[config.mk]
export PLATFORM = sky130hd
export DESIGN_NAME = buf_timer
export DESIGN_NICKNAME = d
export VERILOG_FILES = /design/src/rtl/buf_timer_pkg.sv /design/src/rtl/bt_counter.sv /design/src/rtl/bt_edge_sync.sv /design/src/rtl/bt_channel.sv /design/src/rtl/buf_timer.sv
export SDC_FILE = /design/constraint.sdc
export NUM_CORES = 1
export LEC_CHECK = 0
export BUFFER_PORTS_ARGS = -buffer_cell sky130_fd_sc_hd__buf_2
export CAP_MARGIN = 5
export CELL_PAD_IN_SITES_DETAIL_PLACEMENT = 0
export CELL_PAD_IN_SITES_GLOBAL_PLACEMENT = 1
export CORE_ASPECT_RATIO = 0.9
export CORE_UTILIZATION = 30
export DETAILED_ROUTE_END_ITERATION = 12
export GPL_TIMING_DRIVEN = 1
export HOLD_SLACK_MARGIN = 0.08
export PLACE_DENSITY = 0.67
export SYNTH_ARGS = -nofsm -noshare
export SYNTH_HDL_FRONTEND = slang
export SYNTH_SLANG_ARGS = --single-unit
export TNS_END_PERCENT = 20
[constraint.sdc]
create_clock -name clk -period 2.4 [get_ports clk]
set_input_delay 0.24 -clock clk [delete_from_list [all_inputs] [get_ports clk]]
set_output_delay 0.24 -clock clk [all_outputs]
set_load 0.02 [all_outputs]
[src/rtl/buf_timer_pkg.sv]
package buf_timer_pkg;

  typedef enum logic [1:0] {
    EDGE_RISE  = 2'b00,
    EDGE_FALL  = 2'b01,
    EDGE_ANY   = 2'b10,
    EDGE_ANY2  = 2'b11
  } edge_sel_e;

  function automatic logic edge_hit(input edge_sel_e sel, input logic cur, input logic prev);
    case (sel)
      EDGE_RISE: return cur & ~prev;
      EDGE_FALL: return ~cur & prev;
      default:   return cur ^ prev;
    endcase
  endfunction

endpackage

[src/rtl/bt_counter.sv]
module bt_counter #(
  parameter int CNT_W = 16
) (
  input  logic             clk,
  input  logic             rst_n,
  input  logic             tick,
  input  logic             load,
  input  logic [CNT_W-1:0] load_val,
  output logic [CNT_W-1:0] count
);

  always_ff @(posedge clk or negedge rst_n) begin
    if (!rst_n)    count <= '0;
    else if (load) count <= load_val;
    else if (tick) count <= count + CNT_W'(1);
  end

endmodule

[src/rtl/bt_edge_sync.sv]
module bt_edge_sync
  import buf_timer_pkg::*;
(
  input  logic       clk,
  input  logic       rst_n,
  input  logic       sig_in,
  input  logic [1:0] sel,
  output logic       strobe
);

  logic meta_q, sync_q, prev_q;

  always_ff @(posedge clk or negedge rst_n) begin
    if (!rst_n) begin
      meta_q <= 1'b0;
      sync_q <= 1'b0;
      prev_q <= 1'b0;
    end else begin
      meta_q <= sig_in;
      sync_q <= meta_q;
      prev_q <= sync_q;
    end
  end

  assign strobe = edge_hit(edge_sel_e'(sel), sync_q, prev_q);

endmodule

[src/rtl/bt_channel.sv]
module bt_channel #(
  parameter int CNT_W = 16
) (
  input  logic             clk,
  input  logic             rst_n,
  input  logic [CNT_W-1:0] count,
  input  logic             tick,
  input  logic             cap_mode,
  input  logic             buf_en,
  input  logic             cap_stb,
  input  logic             gr_we,
  input  logic             buf_we,
  input  logic [CNT_W-1:0] wdata,
  input  logic             flag_clr,
  output logic [CNT_W-1:0] gr,
  output logic [CNT_W-1:0] bf,
  output logic             match,
  output logic             flag
);

  logic capture;

  assign match   = ~cap_mode & tick & (count == gr);
  assign capture = cap_mode & cap_stb;

  always_ff @(posedge clk or negedge rst_n) begin
    if (!rst_n)                gr <= '0;
    else if (capture)          gr <= count;
    else if (match && buf_en)  gr <= bf;
    else if (gr_we)            gr <= wdata;
  end

  always_ff @(posedge clk or negedge rst_n) begin
    if (!rst_n)                  bf <= '0;
    else if (capture && buf_en)  bf <= gr;
    else if (buf_we)             bf <= wdata;
  end

  always_ff @(posedge clk or negedge rst_n) begin
    if (!rst_n)                  flag <= 1'b0;
    else if (match || capture)   flag <= 1'b1;
    else if (flag_clr)           flag <= 1'b0;
  end

endmodule

[src/rtl/buf_timer.sv]
module buf_timer #(
  parameter int NUM_CH = 2,
  parameter int CNT_W  = 16,
  parameter int ADDR_W = 3
) (
  input  logic                clk,
  input  logic                rst_n,
  input  logic                cnt_en,
  input  logic                wr_en,
  input  logic [ADDR_W-1:0]   wr_addr,
  input  logic [CNT_W-1:0]    wr_data,
  input  logic [ADDR_W-1:0]   rd_addr,
  output logic [CNT_W-1:0]    rd_data,
  input  logic [NUM_CH-1:0]   cap_mode,
  input  logic [NUM_CH-1:0]   buf_en,
  input  logic [2*NUM_CH-1:0] edge_sel,
  input  logic [NUM_CH-1:0]   cap_in,
  output logic [NUM_CH-1:0]   match_out,
  output logic [NUM_CH-1:0]   flags
);

  localparam int GR_BASE  = 1;
  localparam int BUF_BASE = GR_BASE + NUM_CH;
  localparam int FLAG_ADR = BUF_BASE + NUM_CH;

  logic [CNT_W-1:0]              count_q;
  logic [NUM_CH-1:0][CNT_W-1:0]  gr_q;
  logic [NUM_CH-1:0][CNT_W-1:0]  bf_q;
  logic [NUM_CH-1:0]             cap_stb;
  logic [NUM_CH-1:0]             gr_wr;
  logic [NUM_CH-1:0]             buf_wr;
  logic [NUM_CH-1:0]             flag_clr;
  logic                          cnt_wr;

  assign cnt_wr   = wr_en && (int'(wr_addr) == 0);
  assign flag_clr = (wr_en && (int'(wr_addr) == FLAG_ADR)) ? wr_data[NUM_CH-1:0] : '0;

  bt_counter #(.CNT_W(CNT_W)) u_cnt (
    .clk      (clk),
    .rst_n    (rst_n),
    .tick     (cnt_en),
    .load     (cnt_wr),
    .load_val (wr_data),
    .count    (count_q)
  );

  for (genvar i = 0; i < NUM_CH; i++) begin : g_ch
    assign gr_wr[i]  = wr_en && (int'(wr_addr) == GR_BASE + i);
    assign buf_wr[i] = wr_en && (int'(wr_addr) == BUF_BASE + i);

    bt_edge_sync u_sync (
      .clk    (clk),
      .rst_n  (rst_n),
      .sig_in (cap_in[i]),
      .sel    (edge_sel[2*i +: 2]),
      .strobe (cap_stb[i])
    );

    bt_channel #(.CNT_W(CNT_W)) u_chan (
      .clk      (clk),
      .rst_n    (rst_n),
      .count    (count_q),
      .tick     (cnt_en),
      .cap_mode (cap_mode[i]),
      .buf_en   (buf_en[i]),
      .cap_stb  (cap_stb[i]),
      .gr_we    (gr_wr[i]),
      .buf_we   (buf_wr[i]),
      .wdata    (wr_data),
      .flag_clr (flag_clr[i]),
      .gr       (gr_q[i]),
      .bf       (bf_q[i]),
      .match    (match_out[i]),
      .flag     (flags[i])
    );
  end

  always_comb begin
    rd_data = '0;
    if (int'(rd_addr) == 0) rd_data = count_q;
    if (int'(rd_addr) == FLAG_ADR) rd_data = CNT_W'(flags);
    for (int i = 0; i < NUM_CH; i++) begin
      if (int'(rd_addr) == GR_BASE + i)  rd_data = gr_q[i];
      if (int'(rd_addr) == BUF_BASE + i) rd_data = bf_q[i];
    end
  end

endmodule

# [Word level (Yosys, flattened, before mapping)]
# Index checks and enable logic that the tools add are counted.
[totals] register_bits=88 inputBits=36
[op_classes] addsub=1 n_eq_ne=14 bitwise_logic=18 n_reduce_logical=23 muxes=25
[op_table] operator="16-bit two-way mux" count=18
[op_table] operator="16-bit equality test" count=2
[op_table] operator="3-bit equality test, second input constant" count=8
[op_table] operator="16-bit by 1-bit adder with 16-bit output, second input constant" count=1
[op_table] operator="1-bit AND" count=10
[op_table] operator="1-bit logical AND" count=10
[op_table] operator="2-bit nonzero test" count=5
[op_table] operator="3-bit by 2-bit equality test with 1-bit output, second input constant" count=2
[op_table] operator="3-bit logical NOT" count=2
[op_table] operator="1-bit inverter" count=6
[op_table] operator="3-bit nonzero test" count=2
[op_table] operator="2-bit by 1-bit equality test with 1-bit output, second input constant" count=2
[op_table] operator="2-bit logical NOT" count=2
[op_table] operator="1-bit two-way mux" count=4
[op_table] operator="1-bit one-hot mux with 2 select lines" count=2
[op_table] operator="1-bit logical OR" count=2
[op_table] operator="2-bit two-way mux" count=1
[op_table] operator="1-bit XOR" count=2

# [Depth between registers and ports, before layout]
# Gate-level depths: netlist (run 1).
[logic_depth] word_depth=7 ltp_mapped=9 depth_no_buf=8

# [Modules after synthesis]
# From an unflattened synthesis (run 1), not the netlist that was laid out.
[unflattened] hier_cells=597 area_unflattened_um2=5962.0
[modules_own_cells] module="bt_channel" cells_per_inst=207 instances=2 area_each_um2=2037.0
[modules_own_cells] module="bt_counter" cells_per_inst=99 instances=1 area_each_um2=943.4
[modules_own_cells] module="buf_timer" cells_per_inst=66 instances=1 area_each_um2=689.4
[modules_own_cells] module="bt_edge_sync" cells_per_inst=9 instances=2 area_each_um2=127.6

# [Worst setup path before layout (run 1)]
# No wires, ideal clock.
[synth_timing] path_kind="reg-to-reg" start="register u_cnt.count[0]" end="register g_ch[1].u_chan.gr[15]" period_less_slack_ps=2093 arrival_ps=1951 path_slack_ps=307 required_ps=2259 setup_time_ps=141 path_stages_with_launch=9 path_cell_list="dfrtp_1 -> buf_6 -> xnor2_1 -> nand2_1 -> or4_4 -> nor4_4 -> buf_6 -> buf_6 -> a211oi_2"
[synth_between] elab_chain_cells=5
[synth_rtl] item="from (decl)" line="bt_counter.sv:9" rtl="output logic [CNT_W-1:0] count"
[synth_rtl] item="from (signal assigned)" line="bt_counter.sv:14" rtl="else if (load) count <= load_val;"
[synth_rtl] item="from (signal assigned)" line="bt_counter.sv:15" rtl="else if (tick) count <= count + CNT_W'(1);"
[synth_rtl] item="16-bit equality test (*)" line="bt_channel.sv:23" rtl="assign match = ~cap_mode & tick & (count == gr);"
[synth_rtl] item="1-bit AND (*)" line="bt_channel.sv:23"
[synth_rtl] item="1-bit logical AND (*)" line="bt_channel.sv:29" rtl="else if (match && buf_en) gr <= bf;"
[synth_rtl] item="16-bit two-way mux" line="bt_channel.sv:29"
[synth_rtl] item="16-bit two-way mux" line="bt_channel.sv:28" rtl="else if (capture) gr <= count;"
[synth_rtl] item="to (signal assigned)" line="bt_channel.sv:28"
[synth_rtl] item="to (signal assigned)" line="bt_channel.sv:30" rtl="else if (gr_we) gr <= wdata;"
[synth_rtl] item="to (decl)" line="bt_channel.sv:15" rtl="output logic [CNT_W-1:0] gr,"
# Mark *: on every way between the ends. The rest lies on a longest branch, timed or not.
# A chain may end at the register's enable or synchronous reset.

# [Worst setup path in the final report (run 1)]
[layout_timing] start="register u_cnt.count[13]" end="output match_out[0]"
[layout_between] elab_chain_cells=2
[layout_rtl] item="16-bit equality test" line="bt_channel.sv:23"
[layout_rtl] item="1-bit AND" line="bt_channel.sv:23"
[layout_rtl] item="to (decl)" line="buf_timer.sv:18" rtl="output logic [NUM_CH-1:0] match_out,"
# Every way passes these cells.

==> flow_metrics.env, run 1 <==
export IMPL_status="finished, final reports clean"
export IMPL_io_buffers=55
export IMPL_min_path_type="in -> reg"
export IMPL_powerDensity_nw_per_um2=885
export IMPL_fin_tns_setup_ps=0
export IMPL_worstSkewPairLatency_ps=360
export IMPL_cts_buffers=9
export IMPL_final_antenna_net_count=0
export IMPL_fin_crit_sh_pct=97.2
export IMPL_dr_pass1_iters=4
export IMPL_wl_met1_um=8890
export IMPL_die_w_um=150
export IMPL_design_core_area_um2=19200
export IMPL_syn_to_final_growth_pct=19.9
export IMPL_synth_area_leaders="dfrtp_1 (37%), mux2i_1 (6.8%), nor2_1 (6.4%), a211oi_2 (4.2%), mux4_2 (4.2%)"
export IMPL_num_vias=5055
export IMPL_yosys_warnings=0
export IMPL_syn_nets=671
export IMPL_stdcell_area_um2=7080
export IMPL_antenna_cells=0
export IMPL_layout_min_cycle_time_ps=2330
export IMPL_tightest_slew_ps=532
export IMPL_cts_root_buf="clkbuf_16"
export IMPL_ys_types=51
export IMPL_drt_total_wl_um=19300
export IMPL_grt_max_degree=49
export IMPL_slew_violations=0
export IMPL_cts_tree="yes"
export IMPL_vdd_drop_max_v=0.000344
export IMPL_ys_seq_area_share_pct=37.3
export IMPL_synth_edf_count=0
export IMPL_finalHoldViolCount=0
export IMPL_synth_most_common_cell="nor2_1"
export IMPL_final_util_pct=36.8
export IMPL_gr_usage_all_layers_pct=19.9
export IMPL_synth_top_area_share_pct=37.3
export IMPL_die_area_um2=20200
export IMPL_ys_seq_elements=88
export IMPL_boundaryPins=56
export IMPL_rsz0062_at_grt="yes"
export IMPL_synthTopCellsByCount="nor2_1 (100), dfrtp_1 (88), nand2_1 (42)"
export IMPL_crit_type="reg -> out"
export IMPL_clock_sinks=88
export IMPL_start_util_pct=30.7
export IMPL_cts_htree_levels=3
export IMPL_synthArstFlopShare_pct=100
export IMPL_finClkSkew_ps=12.3
export IMPL_cts_clk_slew_worst_paths_ps=70
export IMPL_gr_total_overflow=0
export IMPL_fmax_mhz=428
export IMPL_drive_gt1_share_pct=26.6
export IMPL_viasPerCell=5.37
export IMPL_syn_area_um2=5900
export IMPL_dr_wl_met3_um=1100
export IMPL_fill_cells=1980
export IMPL_drc_errors=0
export IMPL_hpwl_um=13900
export IMPL_row_count=48
export IMPL_setup_viol=0
export IMPL_placed_area_um2=6600
export IMPL_wl_per_cell_um=20.5
export IMPL_gp_congestion=0.895
export IMPL_critPathCaptureType="output port"
export IMPL_worstPathMaxFanout=7
export IMPL_met2_length_um=8930
export IMPL_cp_required_ps=2160
export IMPL_drv_cap=0
export IMPL_slew_headroom_pct=63.6
export IMPL_cp_start_kind="flip-flop"
export IMPL_antenna_found_initial=0
export IMPL_multiInputGateArea_um2=3380
export IMPL_p_leak_uw=0.00296
export IMPL_crit_arrival_ps=2090
export IMPL_fp_dieH_um=135
export IMPL_yosys_most_used_dff="dfrtp_1"
export IMPL_regArea_um2=2210
export IMPL_dr_max_layer_used="met4"
export IMPL_nNetsFinal=728
export IMPL_drtIter0Drc=354
export IMPL_synth_cells=630
export IMPL_avgSynthCellArea_um2=9.37
export IMPL_grt_pass1_vias=5056
export IMPL_yosys_area_top_type="dfrtp_1"
export IMPL_clk_path_buf_depth=2
export IMPL_grt_pass1_wl_um=29900
report_power, final:
group          internal [µW]  switching [µW]  total, µW  leakage, µW
sequential              1900             460       2360      0.00101
combinational           1130            1240       2360      0.00180
clock                    894             649       1540     0.000155
total                   3920            2350       6260      0.00296
cell usage in the layout (no fill, tap or decap), drive strengths merged, types with 11 or more instances in the layout:
cell type / count
nor2: 100
a2111oi: 32
clkbuf: 13
mux4: 11
inv: 25
o21ai: 27
buf: 103
nand2: 42
nor2b: 31
xnor2: 24
a21oi: 32
xor2: 17
mux2i: 40
a211oi: 26
dfrtp: 88
sequential cells by signal (all words and copies together) (netlist names):
name / cells
g_ch.u_sync.sync_q: 2
g_ch.u_chan.flag: 2
u_cnt.count: 16
g_ch.u_chan.bf: 32
g_ch.u_sync.meta_q: 2
g_ch.u_chan.gr: 32
g_ch.u_sync.prev_q: 2
worst max-delay path, cell delays in order (launching register included):
cell and delay, ps:
dfrtp_2 490, xnor2_2 160, nand4_1 110, or4_4 450, nor3_2 210, buf_4 150, clkbuf_4 160
per-layer routing:
metal,track usage (%),vias to the layer above
met4,7.35,0
met5,0,-
met2,31.3,130
met1,27.2,2546
met3,3.55,21
li1,-,2358
through the flow:
step | hold slack (ps) | instances | power [µW] | setup slack (ps)
finish | 172 | 942 | 6260 | 66.2
global route | 195 | 942 | 6600 | -23.9
CTS | 155 | 939 | 6220 | -7.33
detailed placement | 196 | 920 | 4620 | 47.9
global placement | 190 | 920 | 4570 | 96.3
floorplan | -55.6 | 630 | 3830 | 307
repair_timing:
item | in CTS | in global routing
endpoints found under the setup margin | 2 | 11
hold buffers | 3 | 0
gates resized for setup | 8 | 13
setup buffers | 0 | 3
endpoints found under the hold margin | 26 | 0
pin swaps | 0 | 6
cell type report:
class                           count  share of cell area [%]
Sequential cell                    88                    31.2
Multi-Input combinational cell    456                    47.7
Timing Repair Buffer              107                    10.9
Clock inverter                      4                   0.725
Tap cell                          250                    4.42
Clock buffer                       12                    3.77
Inverter                           25                    1.33
cell families after synthesis:
family / count (synthesis) / synth area share, %
buffers and inverters: 86 / 7.10
and+or+nand+nor: 208 / 17.0
adders and majority gates: 5 / 1.06
AOI/OAI and AO/OA: 149 / 20.1
muxes: 53 / 11.4
xor gates and xnor gates: 41 / 6.08
DFF: 88 / 37.3
worst paths after layout:
path,from,end,slack [ps],cells after the start
setup / recovery,u_cnt.count[13]$_DFFE_PN0P_,match_out[0],70,6
hold / removal,wr_data[2],u_cnt.count[2]$_DFFE_PN0P_,170,3
setup reg to reg,g_ch[1].u_chan.gr[14]$_DFFE_PN0P_,g_ch[1].u_chan.gr[1]$_DFFE_PN0P_,100,7
hold reg to reg,g_ch[0].u_sync.meta_q$_DFF_PN0_,g_ch[0].u_sync.sync_q$_DFF_PN0_,350,0
max in group asynchronous,rst_n,u_cnt.count[9]$_DFFE_PN0P_,1410,3
min in group asynchronous,rst_n,g_ch[0].u_sync.sync_q$_DFF_PN0_,350,2
No activity file was read; power rests on OpenSTA's default activity.
==> run 2, diff against run 1 <==
- CTS_BUF_LIST: default -> sky130_fd_sc_hd__clkbuf_4 sky130_fd_sc_hd__clkbuf_8
==> run 2 against run 1 <==
Effect of this change: core utilization about the same; sequential cell count unchanged; final area about the same; first-iteration DRC count shrank 19%; sequential power barely moved; wire length increased by 1.1%; cell count rose by 1.1%; critical endpoint is now match_out[1]; highest routed layer unchanged.
==> flow_metrics.env, run 2 (synthesized netlist as in run 1, its figures left out) <==
export IMPL_final_util_pct=36.9
export IMPL_design_core_area_um2=19200
export IMPL_io_buffers=55
export IMPL_grt_max_degree=49
export IMPL_antenna_found_initial=0
export IMPL_die_w_um=150
export IMPL_fill_cells=1993
export IMPL_power_frac_comb_pct=41.0
export IMPL_vdd_drop_max_v=0.000317
export IMPL_clock_sinks=88
export IMPL_finalHoldViolCount=0
export IMPL_fmax_mhz=426
export IMPL_die_area_um2=20200
export IMPL_drtIter0Drc=287
export IMPL_cts_clk_slew_worst_paths_ps=100
export IMPL_gp_congestion=0.895
export IMPL_finClkSkew_ps=14.2
export IMPL_cp_start_kind="flip-flop"
export IMPL_crit_arrival_ps=2110
export IMPL_final_cell_mix="nor2_1 (99), dfrtp_1 (82), buf_2 (52)"
export IMPL_row_count=48
export IMPL_fin_crit_sh_pct=97.8
export IMPL_slew_headroom_pct=63.7
export IMPL_gr_total_overflow=0
export IMPL_final_common_cell="nor2_1"
export IMPL_num_vias=5113
export IMPL_grt_pass1_wl_um=30000
export IMPL_slowest_delay_ps=410
export IMPL_hpwl_um=13900
export IMPL_setup_viol=0
export IMPL_drv_cap=0
export IMPL_p_leak_uw=0.00298
export IMPL_cp_cell_sequence="buf_6 -> xor2_2 -> nor4_4 -> nand2_1 -> nor3_2 -> buf_4 -> buf_6"
export IMPL_min_path_type="in -> reg"
export IMPL_path_common_cell="buf_6"
export IMPL_power_share_clock_pct=19.6
export IMPL_drt_total_wl_um=19500
export IMPL_power_uw=5980
export IMPL_reg2reg_depth=7
export IMPL_crit_type="reg -> out"
export IMPL_critPathSlowestCell="dfrtp_1"
export IMPL_status="finished, final reports clean"
export IMPL_drc_errors=0
export IMPL_grt_pass1_vias=5111
export IMPL_stdcell_area_um2=7080
export IMPL_cp_required_ps=2160
export IMPL_dr_pass1_iters=4
export IMPL_syn_to_final_growth_pct=20.0
export IMPL_nNetsFinal=738
export IMPL_critPathCaptureType="output port"
export IMPL_cts_tree="yes"
export IMPL_path_buf_inv=3
export IMPL_wl_per_cell_um=20.5
export IMPL_top_regs="g_ch.u_chan.bf x32, g_ch.u_chan.gr x32, u_cnt.count x16"
export IMPL_start_util_pct=30.7
export IMPL_boundaryPins=56
export IMPL_fp_dieH_um=135
export IMPL_p_sw_share_pct=39.3
export IMPL_cts_root_buf="clkbuf_8"
export IMPL_whs_path_depth=3
export IMPL_clk_path_buf_depth=2
export IMPL_cts_buffers=9
export IMPL_layout_min_cycle_time_ps=2350
export IMPL_worstSkewPairLatency_ps=390
export IMPL_cts_htree_levels=3
export IMPL_antenna_cells=0
export IMPL_internal_power_uw=3630
export IMPL_holdWs_ps=125
export IMPL_tightest_slew_ps=530
export IMPL_placed_area_um2=6600
export IMPL_r2r_setup_slack_ps=90
export IMPL_drive_gt1_share_pct=28.5
export IMPL_viasPerCell=5.37
export IMPL_cp_num_cells=7
export IMPL_sequentialPowerShare_pct=39.4
export IMPL_worstPathMaxFanout=3
export IMPL_gr_usage_all_layers_pct=19.9
export IMPL_final_antenna_net_count=0
export IMPL_cp_top_family="simple AND/OR/NAND/NOR gates"
export IMPL_p_switching_uw=2350
export IMPL_powerDensity_nw_per_um2=844
export IMPL_slew_violations=0
-- run 2: cell types whose count changed in the layout (fill, tap and decap cells not counted), moves of 3 or more --
| cell | delta |
|---|---|
| buf_4 | +10 |
| clkbuf_16 | -9 |
| clkbuf_8 | +9 |
| dfrtp_1 | -3 |
| dfrtp_2 | +3 |
-- run 2: what timing repair did --
item,CTS,global route
gates resized for setup,11,19
pin swaps,2,8
endpoints found under the setup margin,2,12
endpoints found under the hold margin,26,0
hold buffers,3,0
buffers inserted,6,7
-- run 2: through the flow --
step	setup slack, ps	setup TNS (ps)	instances
final	52.8	0	952
after global routing	-1.12	-1.12	952
after CTS	1.06	0	945
after detailed placement	47.9	0	920
after global placement	96.3	0	920
after floorplan	307	0	630
-- run 2: power groups by stage --
stage / Sequential [µW] / Combinational, µW / Clock (µW)
final: 2360 / 2450 / 1170
after global routing: 2410 / 2670 / 1240
after CTS: 2330 / 2360 / 1190
after floorplan: 2190 / 1640 / 0
after global placement: 2340 / 2230 / 0
after detailed placement: 2360 / 2270 / 0
-- run 2: layout make-up --
cell class | count | area [µm²] | area share, %
Timing Repair Buffer | 117 | 850 | 12.0
Tap cell | 250 | 313 | 4.42
Clock buffer | 12 | 165 | 2.33
Multi-Input combinational cell | 456 | 3400 | 48.0
Inverter | 25 | 93.8 | 1.32
Clock inverter | 4 | 51.3 | 0.724
Sequential cell | 88 | 2210 | 31.2
-- run 2: worst paths after layout --
kind	from	to
max	u_cnt.count[2]$_DFFE_PN0P_	match_out[1]
min	wr_data[2]	u_cnt.count[2]$_DFFE_PN0P_
max reg2reg	u_cnt.count[7]$_DFFE_PN0P_	g_ch[0].u_chan.gr[1]$_DFFE_PN0P_
min reg2reg	g_ch[1].u_sync.meta_q$_DFF_PN0_	g_ch[1].u_sync.sync_q$_DFF_PN0_
max in group asynchronous	rst_n	u_cnt.count[9]$_DFFE_PN0P_
min in group asynchronous	rst_n	g_ch[0].u_sync.sync_q$_DFF_PN0_
-- run 2: worst min-delay path, delay by kind of cell --
kind / cells / cell delay [ps]
buffers and inverters: 1 / 130
AO/OA/AOI/OAI: 1 / 60
AND/OR/NAND/NOR: 1 / 50
-- run 2: routing by layer --
layer,up-vias,track usage (%),wire [µm]
li1,2367,-,-
met1,2609,27.0,9130
met2,119,31.6,9100
met3,18,3.21,928
met4,0,7.86,331
met5,-,0,0
==> run 3, diff against run 2 <==
- GPL_TIMING_DRIVEN: 1 -> 0
- MAX_ROUTING_LAYER: default -> met4
==> run 3 against run 2 <==
Effect of this change: cell count increased by 0.42%; maximum frequency is 1.6% lower; critical path type unchanged; via count is 1.6% higher; sequential power about the same; wire length grew 4.6%; clock power is 11% higher; non-clock buffer count up 4; sequential share of layout area is 0.48 points higher; clock-buffer cell count shrank 3; sequential cell count did not move; global-route usage is 2.2 points higher.
==> flow_metrics.env, run 3 (synthesized netlist as in run 1, its figures left out) <==
export IMPL_reg2reg_depth=9
export IMPL_critPathCaptureType="output port"
export IMPL_drv_cap=0
export IMPL_grt_pass1_wl_um=32200
export IMPL_place_ws_ps=-85.2
export IMPL_num_vias=5194
export IMPL_start_util_pct=30.7
export IMPL_cp_start_kind="flip-flop"
export IMPL_grt_pass1_vias=5357
export IMPL_final_antenna_net_count=0
export IMPL_final_cell_mix="nor2_1 (99), dfrtp_1 (85), buf_2 (55)"
export IMPL_path_common_cell="buf_4"
export IMPL_final_common_cell="nor2_1"
export IMPL_nNetsFinal=742
export IMPL_slowest_delay_ps=470
export IMPL_p_leak_uw=0.00290
export IMPL_r2r_end="g_ch[1].u_chan.gr[11]$_DFFE_PN0P_"
export IMPL_syn_to_final_growth_pct=18.0
export IMPL_power_uw=6000
export IMPL_slew_headroom_pct=30.6
export IMPL_critPathSlowestCell="or4_4"
export IMPL_row_count=48
export IMPL_drc_errors=0
export IMPL_status="finished, final reports clean"
export IMPL_whs_path_depth=3
export IMPL_path_buf_inv=3
export IMPL_hpwl_um=15200
export IMPL_worstHoldStart="wr_data[4]"
export IMPL_cts_root_buf="clkbuf_8"
export IMPL_cts_buffers=9
export IMPL_slew_violations=0
export IMPL_worstPathMaxFanout=7
export IMPL_cp_top_family="simple AND/OR/NAND/NOR gates"
export IMPL_antenna_found_initial=0
export IMPL_r2r_start="u_cnt.count[3]$_DFFE_PN0P_"
export IMPL_r2r_setup_slack_ps=100
export IMPL_vdd_drop_max_v=0.000304
export IMPL_fin_crit_sh_pct=99.4
export IMPL_finClkSkew_ps=10.7
export IMPL_viasPerCell=5.43
export IMPL_holdPathEnd="u_cnt.count[4]$_DFFE_PN0P_"
export IMPL_clock_sinks=88
export IMPL_rsz0062_at_grt="yes"
export IMPL_regArea_um2=2210
export IMPL_design_core_area_um2=19200
export IMPL_cp_required_ps=2160
export IMPL_layout_min_cycle_time_ps=2380
export IMPL_clk_path_buf_depth=2
export IMPL_die_area_um2=20200
export IMPL_top_regs="g_ch.u_chan.bf x32, g_ch.u_chan.gr x32, u_cnt.count x16"
export IMPL_dr_pass1_iters=5
export IMPL_drt_total_wl_um=20400
export IMPL_fin_ws_ps=15.6
export IMPL_gp_congestion=0.857
export IMPL_cts_tree="yes"
export IMPL_fmax_mhz=419
export IMPL_fill_cells=1981
export IMPL_min_path_type="in -> reg"
export IMPL_io_buffers=51
export IMPL_drtIter0Drc=498
export IMPL_setup_viol=0
export IMPL_finalHoldViolCount=0
export IMPL_drive_gt1_share_pct=24.4
export IMPL_worstSkewPairLatency_ps=390
export IMPL_gr_total_overflow=0
export IMPL_cp_cell_sequence="buf_4 -> xnor2_2 -> nand4_1 -> or4_4 -> nor3_4 -> buf_4 -> buf_2"
export IMPL_antenna_cells=0
export IMPL_multiInputGateArea_um2=3380
export IMPL_boundaryPins=56
export IMPL_gr_usage_all_layers_pct=22.2
export IMPL_powerDensity_nw_per_um2=861
export IMPL_cts_clk_slew_worst_paths_ps=90
export IMPL_fp_dieH_um=135
export IMPL_tightest_slew_ps=1030
export IMPL_crit_type="reg -> out"
export IMPL_grt_max_degree=69
export IMPL_wl_per_cell_um=21.3
export IMPL_placed_cells=932
export IMPL_fin_cells=956
export IMPL_die_w_um=150
export IMPL_startpoint="u_cnt.count[1]$_DFFE_PN0P_"
export IMPL_cts_htree_levels=3
export IMPL_crit_arrival_ps=2140
## run 3: changes by cell type in the layout (fill, tap and decap cells not counted), moves of 5 or more
cell	previous run	this run
clkbuf_2	0	8
clkbuf_1	0	24
buf_12	6	1
buf_4	51	19
## run 3: worst register-to-register path: stages, from the launching register on
cell       delay, ps
dfrtp_1          380
buf_4            180
xor2_1           180
nor4_1           280
nand2_1          190
nor4_4           330
buf_4            190
buf_6            150
a2111oi_1         80
a221oi_2         230
## run 3: what timing repair did
action                                  4_1_cts  5_1_grt
hold buffers                                  3        0
setup buffers                                 8        0
endpoints found under the setup margin       48       50
gates resized for setup                      27       15
pin swaps                                     8        2
endpoints found under the hold margin        22        0
cloned                                        1        0
## run 3: layout make-up
type,count,area share (%)
Clock buffer,9,1.78
Buffer,57,4.89
Tap cell,250,4.49
Clock inverter,7,1.72
Sequential cell,88,31.7
Multi-Input combinational cell,456,48.6
Timing Repair Buffer,64,5.50
Inverter,25,1.38
## run 3: worst max-delay path by stage
stage / slack (ps) / cells after the start / endpoint
final: 20 / 7 / match_out[0]
after global placement: -60 / 8 / g_ch[0].u_chan.gr[12]$_DFFE_PN0P_
after global routing: -90 / 7 / match_out[0]
after detailed placement: -90 / 8 / g_ch[0].u_chan.gr[12]$_DFFE_PN0P_
after floorplan: 310 / 8 / g_ch[1].u_chan.gr[15]$_DFFE_PN0P_
after CTS: -20 / 7 / match_out[0]
## run 3: per-stage QoR
step	TNS [ps]	instance area, µm²	hold slack [ps]	util, %
detailed placement	-1380	6500	155	33.8
global placement	-1350	6470	335	33.7
global route	-491	6970	170	36.2
finish	0	6970	173	36.2
CTS	-22.2	6950	153	36.1
floorplan	0	5900	-55.6	-
## run 3: report_power, final
| group | internal (µW) | total, µW | switching (µW) |
|---|---|---|---|
| combinational | 1050 | 2300 | 1260 |
| clock | 691 | 1300 | 610 |
| sequential | 1900 | 2390 | 498 |
## run 3: per-layer routing
layer / vias up / GRT usage (%) / part of all wire (%)
met3: 28 / 4.29 / 5.7
met1: 2607 / 29.8 / 46
met4: 0 / 6.57 / 2.0
met2: 183 / 33.7 / 46
met5: - / - / 0
li1: 2376 / - / -
